### src/rtl/mmd_pkg.sv
package mmd_pkg;
  localparam int OPEN_PERIODS = 5;
  localparam int PRE_LO       = 4;
  localparam int PRE_HI       = 5;
  localparam int BASE_LEN     = OPEN_PERIODS * PRE_LO;

  typedef enum logic [1:0] {
    SEG_OPEN,
    SEG_DIV4,
    SEG_DIV5
  } seg_e;
endpackage

### src/rtl/mmd_prescaler.sv
module mmd_prescaler
  import mmd_pkg::*;
(
  input  logic clk_i,
  input  logic rst_ni,
  input  logic psel_i,
  output logic tick_o
);
  localparam int PW = $clog2(PRE_HI);

  logic [PW-1:0] cnt_q;
  logic [PW-1:0] last;

  assign last   = psel_i ? PW'(PRE_HI - 1) : PW'(PRE_LO - 1);
  assign tick_o = (cnt_q == last);

  always_ff @(posedge clk_i or negedge rst_ni) begin
    if (!rst_ni)     cnt_q <= '0;
    else if (tick_o) cnt_q <= '0;
    else             cnt_q <= cnt_q + PW'(1);
  end
endmodule

### src/rtl/mmd_split.sv
module mmd_split
  import mmd_pkg::*;
#(
  parameter int MOD_W = 7
) (
  input  logic             clk_i,
  input  logic             rst_ni,
  input  logic             ld_i,
  input  logic [MOD_W-1:0] mod_i,
  output logic [MOD_W-1:0] m4_o,
  output logic [MOD_W-1:0] m5_o,
  output logic             err_o
);
  logic [MOD_W-1:0] d, q, r, m4_n, m5_n;
  logic             err_n;

  always_comb begin
    err_n = 1'b0;
    d     = '0;
    if (mod_i < MOD_W'(BASE_LEN)) err_n = 1'b1;
    else                          d     = mod_i - MOD_W'(BASE_LEN);
    q = d >> 2;
    r = {{(MOD_W-2){1'b0}}, d[1:0]};
    // too few quarters to absorb the remainder: drop it to q
    if (r > q) begin
      err_n = 1'b1;
      r     = q;
    end
    m5_n = r;
    m4_n = q - r;
  end

  always_ff @(posedge clk_i or negedge rst_ni) begin
    if (!rst_ni) begin
      m4_o  <= '0;
      m5_o  <= '0;
      err_o <= 1'b0;
    end else if (ld_i) begin
      m4_o  <= m4_n;
      m5_o  <= m5_n;
      err_o <= err_n;
    end
  end
endmodule

### src/rtl/mmd_seq.sv
module mmd_seq
  import mmd_pkg::*;
#(
  parameter int CNT_W = 7
) (
  input  logic             clk_i,
  input  logic             rst_ni,
  input  logic             tick_i,
  input  logic [CNT_W-1:0] m4_i,
  input  logic [CNT_W-1:0] m5_i,
  output logic             psel_o,
  output logic             ppass_o
);
  seg_e             seg_q;
  logic [CNT_W-1:0] left_q;
  logic             last_seg;

  always_comb begin
    unique case (seg_q)
      SEG_DIV5: last_seg = 1'b1;
      SEG_DIV4: last_seg = (m5_i == '0);
      default:  last_seg = (m4_i == '0) && (m5_i == '0);
    endcase
  end

  assign ppass_o = last_seg && (left_q == '0);
  assign psel_o  = (seg_q == SEG_DIV5);

  always_ff @(posedge clk_i or negedge rst_ni) begin
    if (!rst_ni) begin
      seg_q  <= SEG_OPEN;
      left_q <= CNT_W'(OPEN_PERIODS - 1);
    end else if (tick_i) begin
      if (ppass_o) begin
        seg_q  <= SEG_OPEN;
        left_q <= CNT_W'(OPEN_PERIODS - 1);
      end else if (left_q != '0) begin
        left_q <= left_q - CNT_W'(1);
      end else if (seg_q == SEG_OPEN && m4_i != '0) begin
        seg_q  <= SEG_DIV4;
        left_q <= m4_i - CNT_W'(1);
      end else begin
        seg_q  <= SEG_DIV5;
        left_q <= m5_i - CNT_W'(1);
      end
    end
  end
endmodule

### src/rtl/mmd_edge.sv
module mmd_edge #(
  parameter int LOAD_DLY = 15
) (
  input  logic clk_i,
  input  logic rst_ni,
  input  logic tick_i,
  input  logic ppass_i,
  output logic div_o,
  output logic ld_o
);
  localparam int DW = $clog2(LOAD_DLY + 1);

  logic          es_q, div_q, div_d;
  logic [DW-1:0] dly_q;
  logic          rise;

  assign rise  = div_q & ~div_d;
  assign div_o = div_q;
  assign ld_o  = (dly_q == DW'(1));

  always_ff @(posedge clk_i or negedge rst_ni) begin
    if (!rst_ni) begin
      es_q  <= 1'b0;
      div_q <= 1'b0;
      div_d <= 1'b0;
      dly_q <= '0;
    end else begin
      if (tick_i) es_q <= ppass_i;
      div_q <= es_q;
      div_d <= div_q;
      if (rise)             dly_q <= DW'(LOAD_DLY - 1);
      else if (dly_q != '0) dly_q <= dly_q - DW'(1);
    end
  end
endmodule

### src/rtl/mmd_ctrl.sv
module mmd_ctrl
  import mmd_pkg::*;
#(
  parameter int MOD_W    = 7,
  parameter int LOAD_DLY = 15
) (
  input  logic             clk_i,
  input  logic             rst_ni,
  input  logic [MOD_W-1:0] mod_i,
  output logic             div_o,
  output logic             psel_o,
  output logic             ppass_o,
  output logic             ld_o,
  output logic             err_o
);
  localparam int CNT_W = MOD_W;

  logic             tick;
  logic [CNT_W-1:0] m4, m5;

  mmd_prescaler u_pre (
    .clk_i (clk_i),
    .rst_ni(rst_ni),
    .psel_i(psel_o),
    .tick_o(tick)
  );

  mmd_split #(.MOD_W(MOD_W)) u_split (
    .clk_i (clk_i),
    .rst_ni(rst_ni),
    .ld_i  (ld_o),
    .mod_i (mod_i),
    .m4_o  (m4),
    .m5_o  (m5),
    .err_o (err_o)
  );

  mmd_seq #(.CNT_W(CNT_W)) u_seq (
    .clk_i  (clk_i),
    .rst_ni (rst_ni),
    .tick_i (tick),
    .m4_i   (m4),
    .m5_i   (m5),
    .psel_o (psel_o),
    .ppass_o(ppass_o)
  );

  mmd_edge #(.LOAD_DLY(LOAD_DLY)) u_edge (
    .clk_i  (clk_i),
    .rst_ni (rst_ni),
    .tick_i (tick),
    .ppass_i(ppass_o),
    .div_o  (div_o),
    .ld_o   (ld_o)
  );
endmodule

### config.mk
export PLATFORM = sky130hd
export DESIGN_NAME = mmd_ctrl
export DESIGN_NICKNAME = d
export VERILOG_FILES = /design/src/rtl/mmd_pkg.sv /design/src/rtl/mmd_prescaler.sv /design/src/rtl/mmd_split.sv /design/src/rtl/mmd_seq.sv /design/src/rtl/mmd_edge.sv /design/src/rtl/mmd_ctrl.sv
export SDC_FILE = /design/constraint.sdc
export NUM_CORES = 1
export LEC_CHECK = 0
export ABC_CLOCK_PERIOD_IN_PS = 2650
export BUFFER_PORTS_ARGS = -buffer_cell sky130_fd_sc_hd__buf_2
export CORE_MARGIN = 3
export CORE_UTILIZATION = 30
export DETAILED_ROUTE_END_ITERATION = 8
export GPL_TIMING_DRIVEN = 0
export PLACE_DENSITY = 0.46
export SLEW_MARGIN = 10
export SYNTH_ARGS = -nofsm -noshare
export SYNTH_HDL_FRONTEND = slang
export SYNTH_HIERARCHICAL = 1
export SYNTH_SLANG_ARGS = --single-unit
export TNS_END_PERCENT = 100
### constraint.sdc
create_clock -name clk_i -period 2.65 [get_ports clk_i]
set_input_delay 0.265 -clock clk_i [delete_from_list [all_inputs] [get_ports clk_i]]
set_output_delay 0.265 -clock clk_i [all_outputs]
set_load 0.005 [all_outputs]
==> metrics.txt, run 1 <==
status=complete, but fails checks; failing checks=negative setup slack; deepest clock path buffer count=2; Worst Hold Class=in2async; Placement Setup Slack=-490 ps; Hold Fails Final Rpt=0; # fillers=733; wire length on met3=191 um; Final period util=1.01; MaxCap Viol Count=0; RePlAce Congestion=about 0.79; min cycle time layout=around 2700 ps; number of port buffers=11; uppermost layer routed=met4; core area=about 7000 um^2; final design utilization=0.398; clock latency on the worst-skew pair=about 290 ps; initial cell density of the core=0.319; Nets=approximately 290; Routed wire per std cell=roughly 14 um; grt ovf=0; FF+latch count, synth=32; GRT Total Usage=0.126; TritonCTS buffer count=5; WP data arrival=2900 ps; syn_area_per_cell=between 9 and 10 um^2; leading cell type by number of instances after synthesis=dfrtp_1; Via density=4.87; drt initial violations=91; diodes inserted=0; post-synthesis cell count=roughly 240; Sink Count=32; synth warn=6; clk slew on worst S/H paths=~70 ps; sequential share of the synthesized area=0.360; synth unique cells=between 60 and 70; Worst setup SP type=input pin; drt first pass iters=4; Die Y=92.2 um; hold slack=about 30 ps; cts hold-fix bufs=0; leakage power=1.18 nW; Die Wd=slightly above 90 um; first-pass GRT wire length=8560 um; max-slew violation count=0; Slew Limit Headroom=0.505; Worst Tran Pin Value=between 700 and 800 ps; Root Buffer=clkbuf_8; metal2 WL=between 2000 and 2500 um; mapped cell area=~2200 um^2; remaining antenna violation count after routing=0; pin count of the biggest net entering global routing=33; fmax=0.373 GHz; # IOs=14; WP data required=2870 ps; RSZ-0062 raised after global routing=true; Pwr Density=roughly 380 nW/um^2; fraction of layout instances using a drive strength above 1=0.320; Synth area leader=dfrtp_1; Design Power=1.05 mW; Worst VDD drop=approximately 0.18 mV; Sum Neg Setup Slack=-28.4 ps; H-tree level count=2; Final setup viols=1; routed wire length=roughly 5000 um; worst setup margin=-28.4 ps; ranking of synthesized cells by area=dfrtp_1 35%, ha_1 7.3%, inv_1 3.5%, a21oi_1 2.9%, nand2_1 2.9%; # DRC=0; initial antenna violation count=0; DIE AREA=~8500 um^2; synth-to-layout area growth=24.9%; M1 WL=around 2500 um; CTS tree=built; site row count=30; vias post-DR=1777; Worst Setup End Kind=flip-flop; hpwl dp=3600 um; critical path class=in2reg; top_reg_cell synth=dfrtp_1; vias in the first global route=1744; Crit Path Max Fanout=6; Fin Clk Skew=between 10 and 15 ps; EDFF count, synth=0; Async SR Flop Fraction=1.00; synth cell count leaders=31 x dfrtp_1, 21 x inv_1, 17 x nand2_1; Synth top area share=0.348
[final timing paths]
path | depth (start not counted) | slack (ps) | from | end
setup reg to reg | 10 | 140 | u_seq/seg_q[0] | u_seq/left_q[4]
max in group asynchronous | 1 | 2130 | rst_ni | u_seq/left_q[5]
hold / removal | 1 | 30 | rst_ni | u_edge/dly_q[1]
setup / recovery | 15 | -30 | mod_i[3] | u_split/m4_o[4]
min in group clk_i | 3 | 330 | mod_i[6] | u_split/m4_o[4]
hold reg to reg | 0 | 380 | u_edge/es_q | u_edge/div_o
[metal layers]
layer | GRT usage | vias up
met5 | 0 | -
met4 | 0.0507 | 0
met3 | 0.0345 | 10
met2 | 0.189 | 30
met1 | 0.172 | 837
li1 | - | 900
[worst max-delay path, cell delays in order]
cell and delay, ps:
buf_12 110, inv_4 50, ha_4 190, nand2b_4 150
ha_4 230, nor2b_1 120, o21a_1 200, o21ai_4 100
mux2i_2 280, ha_2 210, inv_2 40, fa_2 410
o32ai_2 270, o21bai_1 100, a31oi_1 160
[repair_timing]
| item | 4_1_cts | 5_1_grt |
|---|---|---|
| hold endpoints to repair | 0 | 0 |
| pin swaps | 7 | 15 |
| gates resized for setup | 9 | 19 |
| setup endpoints to repair | 7 | 6 |
| setup buffers | 6 | 8 |
[area by class of cell]
cell class,count,area [um^2],area share
multi-input combinational,173,1410,0.508
sequential,32,802,0.288
timing repair buffer,25,193,0.0693
tap,96,120,0.0432
inverter,23,98.8,0.0355
clock buffer,7,86.3,0.0310
buffer,8,61.3,0.0220
clock inverter,1,7.51,0.00270
[cells in the final DEF (no fill, tap or decap), types with 3 or more instances in the layout]
cell / n
buf_6: 3
nand3_1: 3
inv_1: 18
a21oi_1: 10
o2bb2ai_1: 3
mux2i_1: 5
nand2_1: 15
nor3_1: 8
dfrtp_1: 31
o21ai_1: 4
mux2_2: 4
o31ai_1: 4
buf_4: 17
o21ai_0: 6
nor2b_1: 9
a31oi_1: 6
xor2_1: 3
o21ai_4: 3
clkbuf_8: 6
ha_2: 3
ha_1: 8
buf_2: 9
nor2_1: 12
[state kept, by name, summed over array words and instances, names as in the netlist]
signal and cells:
u_seq/seg_q 2, u_edge/es_q 1, u_edge/dly_q 4, u_edge/div_o 1
u_seq/left_q 7, u_split/m4_o 7, u_split/err_o 1, u_pre/cnt_q 3
u_edge/div_d 1, u_split/m5_o 5
[where the power goes]
part / switching [mW] / leakage [nW] / internal (mW)
clock: 0.185 / 0.0445 / 0.211
sequential: 0 / 0.377 / 0.488
combinational: 0.0867 / 0.759 / 0.0811
[through the flow]
| step | area, um^2 | cells |
|---|---|---|
| after floorplan | 2300 | 236 |
| after global placement | 2470 | 343 |
| final | 2780 | 365 |
| after CTS | 2660 | 357 |
| after global routing | 2780 | 365 |
| after detailed placement | 2470 | 343 |
[cell families (layout without fill, tap and decap cells)]
logic type,count (synthesis),after routing,synth area share
AOI/OAI and AO/OA,62,62,0.203
xor gates and xnor gates,5,5,0.0197
adders and majority gates,14,14,0.0820
buffers and inverters,31,64,0.0624
DFF,32,32,0.360
muxes,12,12,0.0607
other,1,2,0.00168
and+or+nand+nor,78,78,0.211
Power figures use the tool's default switching activity.
==> inputs of run 2 (changes only) <==
--- a/config.mk
+++ b/config.mk
@@ -8,10 +8,10 @@
 export ABC_CLOCK_PERIOD_IN_PS = 2650
 export BUFFER_PORTS_ARGS = -buffer_cell sky130_fd_sc_hd__buf_2
 export CORE_MARGIN = 3
-export CORE_UTILIZATION = 30
+export CORE_UTILIZATION = 60
 export DETAILED_ROUTE_END_ITERATION = 8
 export GPL_TIMING_DRIVEN = 0
-export PLACE_DENSITY = 0.46
+export PLACE_DENSITY = 0.8
 export SLEW_MARGIN = 10
 export SYNTH_ARGS = -nofsm -noshare
 export SYNTH_HDL_FRONTEND = slang
==> metrics.txt, run 2 (synthesis results as in run 1) <==
final design utilization=0.790 (+0.391); CTS tree=built; GRT Total Usage=0.223 (+0.0964); Pwr Density=411 nW/um^2 (+8.7%); non-filler instance count after layout=314 (-14%); H-tree level count=2 (unchanged); largest registers=u_seq/left_q x7, u_split/m4_o x7, u_split/m5_o x5; Slew Limit Headroom=0.542 (+0.0368); Placed Area=2410 um^2 (-2.5%); drt first pass iters=4 (unchanged); initial antenna violation count=0 (unchanged); critical path class=in2reg; Fin Clk Skew=9.69 ps (-2.71 ps); routed wire length=4870 um (-2.9%); placed cells=293 (-15%); status=complete, but fails checks; RSZ-0062 raised after global routing=true; synth-to-layout area growth=22.0%; Nets=290 (-0.34%); fraction of layout instances using a drive strength above 1=0.317 (-0.00254); hpwl dp=3220 um (-11%); Final period util=1.03 (+0.0158); Design Power=1.12 mW (+6.2%); DIE AREA=4480 um^2 (-47%); deepest clock path buffer count=2 (unchanged); fin area=2720 um^2 (-2.3%); MaxCap Viol Count=0 (unchanged); leakage power=1.19 nW (+0.37%); first-pass GRT wire length=7650 um (-11%); hold slack=28.2 ps (-1.45 ps); grt ovf=0 (unchanged); number of port buffers=11 (unchanged); most common library cell in the layout ignoring fill and taps=dfrtp_1; drt initial violations=181 (+99%); # fillers=230 (-69%); # IOs=14 (unchanged); TritonCTS buffer count=5 (unchanged); Root Buffer=clkbuf_8; diodes inserted=0 (unchanged); failing checks=negative setup slack; initial cell density of the core=0.647 (+0.328); Placement Setup Slack=-459 ps (+30.9 ps); Die Wd=66.9 um (-27%); vias in the first global route=1679 (-3.7%); worst setup margin=-70.3 ps (-41.9 ps); Via density=5.91 (+21%); WP data arrival=2910 ps (about the same); RePlAce Congestion=0.879 (+11%); Routed wire per std cell=15.5 um (+13%); Worst Hold Class=in2async; Worst VDD drop=0.294 mV (+67%); Hold Fails Final Rpt=0 (unchanged); Sink Count=32 (unchanged); Crit Path Max Fanout=5 (-1); max-slew violation count=0 (unchanged); vias post-DR=1855 (+4.4%); core area=3440 um^2 (-51%); Die Y=66.9 um (-27%); Worst setup SP type=input pin; # DRC=0 (unchanged); remaining antenna violation count after routing=0 (unchanged); Sum Neg Setup Slack=-159 ps (-131 ps); commonest cells after routing, fill and taps aside=31 x dfrtp_1, 18 x inv_1, 16 x buf_4, 15 x nand2_1, 12 x nor2_1; fmax=0.368 GHz (-1.5%); site row count=21 (-30%); clk slew on worst S/H paths=70 ps (about the same); Final setup viols=3 (+2); WP data required=2840 ps (-30 ps); clock latency on the worst-skew pair=280 ps (about the same); Worst Tran Pin Value=687 ps (-55.2 ps); min cycle time layout=2720 ps (+41.9 ps); Worst Setup End Kind=flip-flop; pin count of the biggest net entering global routing=33 (unchanged)
-- run 2: critical path: stages --
cell and delay (ps):
buf_12 110, o21ai_4 210, nand2_4 110, nand2b_4 90, ha_4 200, nor2b_1 130
o21a_1 210, o21ai_4 90, mux2i_1 290, ha_2 220, inv_2 50, fa_2 430
o32ai_2 220, o21bai_1 100, a31oi_1 180
-- run 2: metal layers --
| metal | vias to the layer above | wire (um) | part of all wire | global-route usage |
|---|---|---|---|---|
| met5 | - | 0 | 0 | 0 |
| met4 | 0 | 49 | 0.010 | 0.0734 |
| met3 | 6 | 180 | 0.037 | 0.0388 |
| met2 | 50 | 2450 | 0.50 | 0.359 |
| met1 | 894 | 2190 | 0.45 | 0.301 |
| li1 | 905 | - | - | - |
-- run 2: power breakdown --
| part | switching, mW | total [mW] | leakage (nW) | internal (mW) |
|---|---|---|---|---|
| clock | 0.170 | 0.449 | 0.0552 | 0.279 |
| sequential | 0 | 0.489 | 0.377 | 0.489 |
| combinational | 0.0936 | 0.180 | 0.753 | 0.0867 |
-- run 2: timing repair --
action / 4_1_cts / 5_1_grt
setup endpoints to repair: 6 / 6
hold buffers: 0 / 0
pin swaps: 5 / 13
resized for setup: 9 / 17
setup buffers: 4 / 9
-- run 2: worst paths after layout --
check	start	end	cells after the start	slack [ps]
worst max-delay path	mod_i[3]	u_split/m4_o[4]	15	-70
worst min-delay path	rst_ni	u_edge/dly_q[1]	1	30
worst max register to register	u_seq/seg_q[0]	u_seq/left_q[4]	10	150
worst min register to register	u_edge/div_o	u_edge/div_d	0	420
max in group asynchronous	rst_ni	u_split/m4_o[0]	1	2180
min in group clk_i	mod_i[6]	u_split/m4_o[4]	3	360
-- run 2: area by class of cell --
type | count | area, um^2 | area share
clock buffer | 6 | 72.6 | 0.0267
timing repair buffer | 24 | 185 | 0.0681
sequential | 32 | 802 | 0.295
buffer | 8 | 57.6 | 0.0212
tap | 46 | 57.6 | 0.0212
multi-input combinational | 173 | 1410 | 0.517
clock inverter | 2 | 35.0 | 0.0129
inverter | 23 | 101 | 0.0373
==> inputs of run 3 (changes only) <==
--- a/config.mk
+++ b/config.mk
@@ -5,6 +5,7 @@
 export SDC_FILE = /design/constraint.sdc
 export NUM_CORES = 1
 export LEC_CHECK = 0
+export ABC_AREA = 1
 export ABC_CLOCK_PERIOD_IN_PS = 2650
 export BUFFER_PORTS_ARGS = -buffer_cell sky130_fd_sc_hd__buf_2
 export CORE_MARGIN = 3
==> metrics.txt, run 3 <==
status=finished clean; top_reg_cell synth=dfrtp_1; drt first pass iters=4 (unchanged); non-filler instance count after layout=370 (+18%); sequential share of the synthesized area=0.349 (-0.0114); Worst VDD drop=0.393 mV (+34%); H-tree level count=2 (unchanged); Synth Area in XOR/XNOR=0.00762 (-0.0120); hold slack=20.4 ps (-7.84 ps); hpwl dp=3090 um (-3.8%); Pwr Density=420 nW/um^2 (+2.2%); Worst setup SP type=input pin; post-synthesis cell count=301 (+28%); # IOs=14 (unchanged); commonest cells after routing, fill and taps aside=72 x nand2_1, 57 x inv_1, 31 x dfrtp_1, 29 x nand3_1, 17 x nand2_2; # DRC=0 (unchanged); Slew Limit Headroom=0.542 (about the same); MaxCap Viol Count=0 (unchanged); Root Buffer=clkbuf_8; diodes inserted=0 (unchanged); Fin Clk Skew=5.18 ps (-4.51 ps); Placement Setup Slack=-359 ps (+99.6 ps); Via density=4.98 (-16%); reg-to-reg slack, setup=590 ps (+440 ps); vias post-DR=1841 (-0.75%); WP data arrival=2680 ps (-230 ps); TritonCTS buffer count=5 (unchanged); worst setup margin=149 ps (+219 ps); fmax=0.400 GHz (+8.8%); Synth Area in Simple Gates=0.356 (+0.146); Nets=346 (+19%); WP data required=2820 ps (-20 ps); Synth Area in Compound Gates=0.0876 (-0.115); Sum Neg Setup Slack=0 ps (+159 ps); fin area=2580 um^2 (-5.0%); Crit Path Max Fanout=3 (-2); mapped cell area=2300 um^2 (+3.3%); synth-to-layout area growth=12.3%; clock latency on the worst-skew pair=280 ps (about the same); GRT Total Usage=0.223 (+0.000570); Hold Fails Final Rpt=0 (unchanged); grt ovf=0 (unchanged); min cycle time layout=2500 ps (-219 ps); critical path class=in2reg; Worst Setup End Kind=flip-flop; Worst Tran Pin Value=687 ps (+0.244 ps); largest family of logic cells by synthesized area=simple AND/OR/NAND/NOR gates; vias in the first global route=1844 (+9.8%); placed cells=361 (+23%); Final period util=0.944 (-0.0826); multiplexer area fraction after synthesis=0.00490 (-0.0558); most common library cell in the layout ignoring fill and taps=nand2_1; Worst Hold Class=in2async; Synth Area in Adders=0.0794 (-0.00259); RePlAce Congestion=0.802 (-8.8%); Die Y=67.9 um (+1.5%); Placed Area=2430 um^2 (+0.62%); Routed wire per std cell=11.0 um (-29%); synth warn=6 (unchanged); synth unique cells=41 (-41%); Async SR Flop Fraction=1.00 (unchanged); Sink Count=32 (unchanged); fraction of layout instances using a drive strength above 1=0.235 (-0.0826); first-pass GRT wire length=7780 um (+1.7%); ranking of synthesized cells by area=dfrtp_1 34%, nand2_1 12%, inv_1 9.3%, ha_1 7.1%, nand3_1 6.3%; drt initial violations=111 (-39%); syn_area_per_cell=7.64 um^2 (-19%); leading cell type by number of instances after synthesis=nand2_1; DIE AREA=4610 um^2 (+3.0%); final design utilization=0.733 (-0.0561); Die Wd=67.9 um (+1.5%); FF+latch count, synth=32 (unchanged); routed wire length=4070 um (-17%); Synth top area share=0.337 (-0.0110); Design Power=1.09 mW (-2.9%); Synth area leader=dfrtp_1; core area=3520 um^2 (+2.3%); remaining antenna violation count after routing=0 (unchanged); pin count of the biggest net entering global routing=33 (unchanged); site row count=21 (unchanged); synth cell count leaders=74 x nand2_1, 57 x inv_1, 31 x dfrtp_1; largest registers=u_seq/left_q x7, u_split/m4_o x7, u_split/m5_o x5; max-slew violation count=0 (unchanged); CTS tree=built; clk slew on worst S/H paths=70 ps (about the same); EDFF count, synth=0 (unchanged); leakage power=1.36 nW (+15%); initial antenna violation count=0 (unchanged); initial cell density of the core=0.653 (+0.00613); number of port buffers=13 (+2); Final setup viols=0 (-3); deepest clock path buffer count=2 (unchanged)
## run 3: kinds of logic (layout without fill, tap and decap cells)
| group | Yosys count | after routing |
|---|---|---|
| simple gates | 160 | 160 |
| buf+inv | 65 | 87 |
| flops | 32 | 32 |
| compound gates | 26 | 26 |
| fa+ha+maj | 14 | 14 |
| xor+xnor | 2 | 2 |
| other cells | 1 | 2 |
| mux | 1 | 1 |
## run 3: layer usage
metal	up-vias	track usage	share of wire
met3	2	0.0443	0.043
met2	29	0.369	0.46
met1	832	0.292	0.49
met4	0	0.0744	0.0047
li1	978	-	-
met5	-	0	0
## run 3: worst paths after layout
check,cells past startpoint,start,to
worst max-delay path,18,mod_i[2],u_split/m4_o[1]
worst min-delay path,1,rst_ni,u_edge/dly_q[3]
worst max register to register,12,u_seq/seg_q[0],u_seq/left_q[6]
worst min register to register,0,u_edge/es_q,u_edge/div_o
max in group asynchronous,1,rst_ni,u_seq/left_q[3]
min in group clk_i,5,mod_i[1],u_split/m5_o[1]
## run 3: power breakdown
group	internal (mW)	switching, mW	leakage, nW
Clock	0.278	0.183	0.0541
Sequential	0.488	0	0.356
Combinational	0.0516	0.0845	0.948
Total	0.818	0.268	1.36
## run 3: worst max-delay path, stage by stage
cell,delay [ps]
buf_2,90
inv_1,50
ha_1,280
inv_1,70
nand2_2,80
ha_4,270
inv_1,40
o21bai_1,110
nand2_1,100
a21oi_4,150
buf_4,140
nand3_2,70
and2_1,160
ha_1,170
inv_1,80
fa_2,430
nand2_1,80
nand2_1,50
## run 3: timing repair
item	4_1_cts	5_1_grt
gates resized for setup	2	6
endpoints found under the setup margin	1	3
hold buffers	0	0
buffers inserted	0	1
pin swaps	0	1
## run 3: cell type report
class                           instances  area, um^2
Tap cell                               46        57.6
Inverter                               62         235
Clock inverter                          3        42.5
Buffer                                  3        26.3
Sequential cell                        32         802
Fill cell                             280         938
Multi-Input combinational cell        205        1280
Clock buffer                            5        68.8
Timing Repair Buffer                   14        72.6
